===== src/rtl/lt_pkg.sv =====
package lt_pkg;
   // Outcome of one arrival, decided in the same cycle it is presented.
   typedef enum logic [1:0] {
      ARR_NONE     = 2'd0,
      ARR_OK       = 2'd1,
      ARR_BAD_DEST = 2'd2,
      ARR_STALE    = 2'd3
   } arr_kind_e;
endpackage


===== src/rtl/lt_stamp_table.sv =====
module lt_stamp_table #(
   parameter int NODES  = 4,
   parameter int PID_W  = 2,
   parameter int TS_W   = 16,
   parameter int NODE_W = 2
) (
   input  logic              clk,
   input  logic              rst_n,
   input  logic              wr_en,
   input  logic [NODE_W-1:0] wr_src,
   input  logic [PID_W-1:0]  wr_pid,
   input  logic [TS_W-1:0]   wr_ts,
   input  logic [NODE_W-1:0] rd_src,
   input  logic [PID_W-1:0]  rd_pid,
   input  logic              clr_en,
   output logic [TS_W-1:0]   rd_ts,
   output logic              rd_vld
);
   localparam int SLOTS = 1 << PID_W;

   logic [TS_W-1:0]  row_ts  [NODES];
   logic [NODES-1:0] row_vld;

   // One row of stamps and occupancy bits per source node.
   for (genvar r = 0; r < NODES; r++) begin : g_row
      logic [TS_W-1:0]  ts_q [SLOTS];
      logic [SLOTS-1:0] vld_q;
      logic             row_wr;
      logic             row_clr;

      assign row_wr  = wr_en  && (wr_src == NODE_W'(r));
      assign row_clr = clr_en && (rd_src == NODE_W'(r));

      always_ff @(posedge clk or negedge rst_n) begin
         if (!rst_n) begin
            vld_q <= '0;
         end else begin
            if (row_wr)  vld_q[wr_pid] <= 1'b1;
            // release after set: an arrival consuming a same-cycle write empties the slot
            if (row_clr) vld_q[rd_pid] <= 1'b0;
         end
      end

      always_ff @(posedge clk) begin
         if (row_wr) ts_q[wr_pid] <= wr_ts;
      end

      assign row_ts[r]  = ts_q[rd_pid];
      assign row_vld[r] = vld_q[rd_pid];
   end

   logic same_slot;
   logic src_in_range;

   assign same_slot    = wr_en && (wr_src == rd_src) && (wr_pid == rd_pid);
   assign src_in_range = (int'(rd_src) < NODES);

   always_comb begin
      if (same_slot) begin
         rd_ts  = wr_ts;
         rd_vld = 1'b1;
      end else if (src_in_range) begin
         rd_ts  = row_ts[rd_src];
         rd_vld = row_vld[rd_src];
      end else begin
         rd_ts  = '0;
         rd_vld = 1'b0;
      end
   end
endmodule


===== src/rtl/lt_latency_calc.sv =====
module lt_latency_calc
   import lt_pkg::*;
#(
   parameter int PID_W  = 2,
   parameter int TS_W   = 16,
   parameter int NODE_W = 2
) (
   input  logic              clk,
   input  logic              rst_n,
   input  logic              arr_valid,
   input  logic [NODE_W-1:0] arr_src,
   input  logic [PID_W-1:0]  arr_pid,
   input  logic [NODE_W-1:0] arr_dest,
   input  logic [NODE_W-1:0] rx_node,
   input  logic [TS_W-1:0]   now,
   input  logic [TS_W-1:0]   rd_ts,
   input  logic              rd_vld,
   output logic              clr_en,
   output logic              lat_valid,
   output logic [TS_W-1:0]   lat_cycles,
   output logic [NODE_W-1:0] lat_src,
   output logic [PID_W-1:0]  lat_pid,
   output logic              err_dest,
   output logic              err_stale
);
   arr_kind_e       kind;
   logic [TS_W-1:0] delta;

   always_comb begin
      if (!arr_valid)              kind = ARR_NONE;
      else if (arr_dest != rx_node) kind = ARR_BAD_DEST;
      else if (!rd_vld)            kind = ARR_STALE;
      else                         kind = ARR_OK;
   end

   // TS_W-bit subtraction wraps naturally
   assign delta  = now - rd_ts;
   assign clr_en = (kind == ARR_OK);

   always_ff @(posedge clk or negedge rst_n) begin
      if (!rst_n) begin
         lat_valid  <= 1'b0;
         err_dest   <= 1'b0;
         err_stale  <= 1'b0;
         lat_cycles <= '0;
         lat_src    <= '0;
         lat_pid    <= '0;
      end else begin
         lat_valid  <= (kind == ARR_OK);
         err_dest   <= (kind == ARR_BAD_DEST);
         err_stale  <= (kind == ARR_STALE);
         lat_cycles <= (kind == ARR_OK) ? delta : '0;
         if (arr_valid) begin
            lat_src <= arr_src;
            lat_pid <= arr_pid;
         end
      end
   end
endmodule


===== src/rtl/pkt_latency_tracker.sv =====
module pkt_latency_tracker #(
   parameter int NODES  = 4,
   parameter int PID_W  = 2,
   parameter int TS_W   = 16,
   localparam int NODE_W = (NODES > 1) ? $clog2(NODES) : 1
) (
   input  logic              clk,
   input  logic              rst_n,
   input  logic [TS_W-1:0]   net_cycle,
   input  logic [NODE_W-1:0] rx_node,
   input  logic              inj_valid,
   input  logic [NODE_W-1:0] inj_src,
   input  logic [PID_W-1:0]  inj_pid,
   input  logic              arr_valid,
   input  logic [NODE_W-1:0] arr_src,
   input  logic [PID_W-1:0]  arr_pid,
   input  logic [NODE_W-1:0] arr_dest,
   output logic              lat_valid,
   output logic [TS_W-1:0]   lat_cycles,
   output logic [NODE_W-1:0] lat_src,
   output logic [PID_W-1:0]  lat_pid,
   output logic              err_dest,
   output logic              err_stale
);
   if (NODES < 2 || NODES > 256) begin : g_bad_nodes
      $error("NODES must lie in 2..256");
   end
   if (PID_W < 1 || PID_W > 8) begin : g_bad_pid
      $error("PID_W must lie in 1..8");
   end
   if (TS_W < 2 || TS_W > 32) begin : g_bad_ts
      $error("TS_W must lie in 2..32");
   end

   logic [TS_W-1:0] rd_ts;
   logic            rd_vld;
   logic            clr_en;

   lt_stamp_table #(
      .NODES (NODES),
      .PID_W (PID_W),
      .TS_W  (TS_W),
      .NODE_W(NODE_W)
   ) u_table (
      .clk   (clk),
      .rst_n (rst_n),
      .wr_en (inj_valid),
      .wr_src(inj_src),
      .wr_pid(inj_pid),
      .wr_ts (net_cycle),
      .rd_src(arr_src),
      .rd_pid(arr_pid),
      .clr_en(clr_en),
      .rd_ts (rd_ts),
      .rd_vld(rd_vld)
   );

   lt_latency_calc #(
      .PID_W (PID_W),
      .TS_W  (TS_W),
      .NODE_W(NODE_W)
   ) u_calc (
      .clk       (clk),
      .rst_n     (rst_n),
      .arr_valid (arr_valid),
      .arr_src   (arr_src),
      .arr_pid   (arr_pid),
      .arr_dest  (arr_dest),
      .rx_node   (rx_node),
      .now       (net_cycle),
      .rd_ts     (rd_ts),
      .rd_vld    (rd_vld),
      .clr_en    (clr_en),
      .lat_valid (lat_valid),
      .lat_cycles(lat_cycles),
      .lat_src   (lat_src),
      .lat_pid   (lat_pid),
      .err_dest  (err_dest),
      .err_stale (err_stale)
   );
endmodule


===== config.mk =====
export PLATFORM = sky130hd
export DESIGN_NAME = pkt_latency_tracker
export DESIGN_NICKNAME = d
export VERILOG_FILES = /design/src/rtl/lt_pkg.sv /design/src/rtl/lt_stamp_table.sv /design/src/rtl/lt_latency_calc.sv /design/src/rtl/pkt_latency_tracker.sv
export SDC_FILE = /design/constraint.sdc
export NUM_CORES = 1
export LEC_CHECK = 0
export BUFFER_PORTS_ARGS = -buffer_cell sky130_fd_sc_hd__buf_4
export CORE_MARGIN = 5
export CORE_UTILIZATION = 60
export DETAILED_ROUTE_END_ITERATION = 10
export GPL_TIMING_DRIVEN = 0
export PLACE_DENSITY = 0.8
export SLEW_MARGIN = 10
export SYNTH_ARGS = -nofsm -noshare
export SYNTH_HDL_FRONTEND = slang
export SYNTH_SLANG_ARGS = --single-unit

===== constraint.sdc =====
create_clock -name clk -period 4 [get_ports clk]
set_input_delay 0.2 -clock clk [delete_from_list [all_inputs] [get_ports clk]]
set_output_delay 0.2 -clock clk [all_outputs]
set_load 0.1 [all_outputs]

==> run metrics <==
ranking of synthesized cells by area=edfxtp_1, mux4_2, dfrtp_1; CP Buf/Inv Count=3; Synth Area per Inst=19.9 µm²; Slew Limit Fails=0; CP max stage delay=550 ps; clock skew=9.71 ps; Syn Nets=666; via count=6,724; vias per inst=6.63; CP Capture Type=register; largest area contributor in the netlist=edfxtp_1; fill count=1,199; share of layout cells above drive strength 1=32.1%; status=finished clean; Setup WS pre-CTS=-746 ps; Setup WS post-layout=122 ps; number of synthesized register bits=295; worst endpoint required time=4370 ps; min-delay src=net_cycle[8]; Hold Crit Class=in2reg; Primary FF master, synth=edfxtp_1; RSZ-0062 raised after global routing=no; DIE AREA=23,300 µm²; Pwr Density=488 nW/µm²; clock sink count=295; Worst VDD drop=368 µV; CP startpoint kind=primary input; post-synth top area share=62.8%; Crit. Startpoint=arr_pid[0]; final core occ=70.8%; EDFF count, synth=256; initial antenna violation count=0; Clock Tree Buf Depth=3; First-pass DRT Iterations=5; Leak=4.98 nW; Peak Freq=258 MHz; die width=153 µm; Worst-Skew Late Latency=540 ps; Setup TNS Final=0 ps; total track usage=25.8%; Hold Fails Final Rpt=0; CTS tree=built; Ports=55; CORE AREA=20,200 µm²; post-route ant nets=0; Num CTS Buffers=29; Distinct cells, synth=46; cells after synthesis=615; I/O Buffers=50; CTS Root Cell=clkbuf_16; drt total wl=29,700 µm; post-synthesis sequential area ratio=70.8%; CP Cell Sequence=buf_2 > buf_6 > buf_6 > mux4_2 > mux4_2 > mux2i_1 > ha_1 > a21oi_1 > and2_1 > o21ai_0 > a311o_1 > a2111oi_0 > nor3_1; minimum clock period=3880 ps; reg2reg start=u_table.g_row[2].ts_q[3][3]$_DFFE_PP_; slowest CP cell=a2111oi_0; first-pass GRT wire length=44,400 µm; Largest delay share family, worst path=compound AO/OA/AOI/OAI gates; Max FO, Critical Path=10; dpl hpwl=18,500 µm; Max Cap Viol=0; routed len/inst=29.3 µm; GP Congestion=0.887; Worst Tran Pin Value=853 ps; Layout Area Growth over Synthesis=16.7%; Netlist Area Pre-Place=12,200 µm²; Slew headroom=43.0%; Final setup viols=0; H-tree depth=1; die height=153 µm; DRC viols=0; nets=773; data arrival time of the worst path=4250 ps; worst hold slack=18.3 ps; Tcrit/Tclk final=96.9%; Finished Cell Area=14,300 µm²; Initial Util=60.6%; dpl cell area=13,200 µm²; grt ovf=0; vias in the first global route=6,931; synth warn=0; diode count=0; ys async rst share=13.2%; Setup Crit Path Kind=in2reg; largest net degree at the start of global routing=40; FP Rows=52; clk slew on worst S/H paths=60 ps; DRT iter0 DRCs=799
cell usage after synthesis, types with 3 or more instances:
cell type  count
ha_1          18
nand3_1        9
nand2b_1       6
a211oi_1       3
o32a_1        12
o22a_1         5
nor2_1        34
a211o_1        3
nand3b_1       3
buf_2          8
edfxtp_1     256
a31oi_1        3
mux2_2         7
nor3_1         8
clkbuf_1       7
mux4_2        79
o21ai_0        4
inv_1          5
a21oi_1        8
xnor2_1        9
buf_6          7
buf_1          4
a21boi_0       4
mux2i_1       24
a21o_1         3
o211ai_1       3
nand2_1        7
nor2b_1        3
and2_1         5
xor2_1         7
dfrtp_1       39
power by group:
part,total [mW],internal [mW],switching [mW]
combinational,0.812,0.321,0.491
clock,2.65,1.55,1.10
sequential,3.50,3.45,0.0452
cells in the final DEF (no fill, tap or decap), types with 11 or more instances in the layout:
cell	instances
nor2_1	22
clkbuf_1	11
mux4_2	79
mux2i_1	24
buf_6	12
buf_4	55
ha_1	18
edfxtp_1	256
dfrtp_1	39
clkbuf_16	30
dlygate4sd3_1	15
o32a_1	12
cell type report:
class                   instances  area, µm²  share of cell area [%]
flip-flops and latches        295       8660                    60.7
repair buffers                 77        664                    4.66
clock inverters                10       78.8                   0.552
well taps                     270        338                    2.37
plain buffers                  27        184                    1.29
clock buffers                  43        860                    6.02
multi-input cells             287       3460                    24.3
inverters                       5       18.8                   0.132
final timing paths:
path | end | slack, ps | depth (start not counted)
setup / recovery | u_calc.lat_cycles[12]$_DFF_PN0_ | 120 | 13
min in group asynchronous | u_table.g_row[1].vld_q[2]$_DFF_PN0_ | 200 | 2
setup reg to reg | u_calc.lat_cycles[12]$_DFF_PN0_ | 170 | 10
hold reg to reg | u_table.g_row[0].vld_q[3]$_DFF_PN0_ | 500 | 1
max in group asynchronous | u_calc.lat_cycles[2]$_DFF_PN0_ | 3430 | 2
hold / removal | u_table.g_row[2].ts_q[3][8]$_DFFE_PP_ | 20 | 1
cells by family (layout without fill, tap and decap cells):
kind of cell / after synthesis / after routing / share of synthesized area, %
buffers and inverters: 33 / 162 / 1.59
adder cells (fa/ha/maj): 19 / 19 / 2.00
multiplexers: 110 / 110 / 17.2
flip-flops: 295 / 295 / 70.8
AO/OA/AOI/OAI: 57 / 57 / 3.64
AND/OR/NAND/NOR: 85 / 85 / 3.64
XOR/XNOR: 16 / 16 / 1.15
stage by stage:
stage / power [mW] / instances
2_1_floorplan: 4.09 / 615
3_3_place_gp: 4.30 / 935
3_5_place_dp: 4.34 / 947
4_1_cts: 6.98 / 1015
5_1_grt: 7.18 / 1014
6_report: 6.96 / 1014
flip-flops by register name (all words and copies together) (netlist names):
| signal | flops |
|---|---|
| u_table.g_row.ts_q | 256 |
| u_calc.lat_cycles | 16 |
| u_table.g_row.vld_q | 16 |
| u_calc.lat_pid | 2 |
| u_calc.lat_src | 2 |
| u_calc.err_dest | 1 |
| u_calc.err_stale | 1 |
| u_calc.lat_valid | 1 |
metal layers:
layer,GRT usage [%],vias up,wire (µm)
met5,0,-,0
met2,42.7,460,14900
li1,-,2761,-
met3,4.71,85,2790
met1,34.7,3418,10800
met4,10.3,0,1180
timing repair:
action	in CTS	in global routing
buffers inserted	0	0
hold buffers	15	0
pin swaps	0	0
gates cloned	0	0
setup endpoints to repair	3	5
gates resized for setup	3	13
endpoints found under the hold margin	224	0
Note: power is estimated with default switching activity, not from simulation.
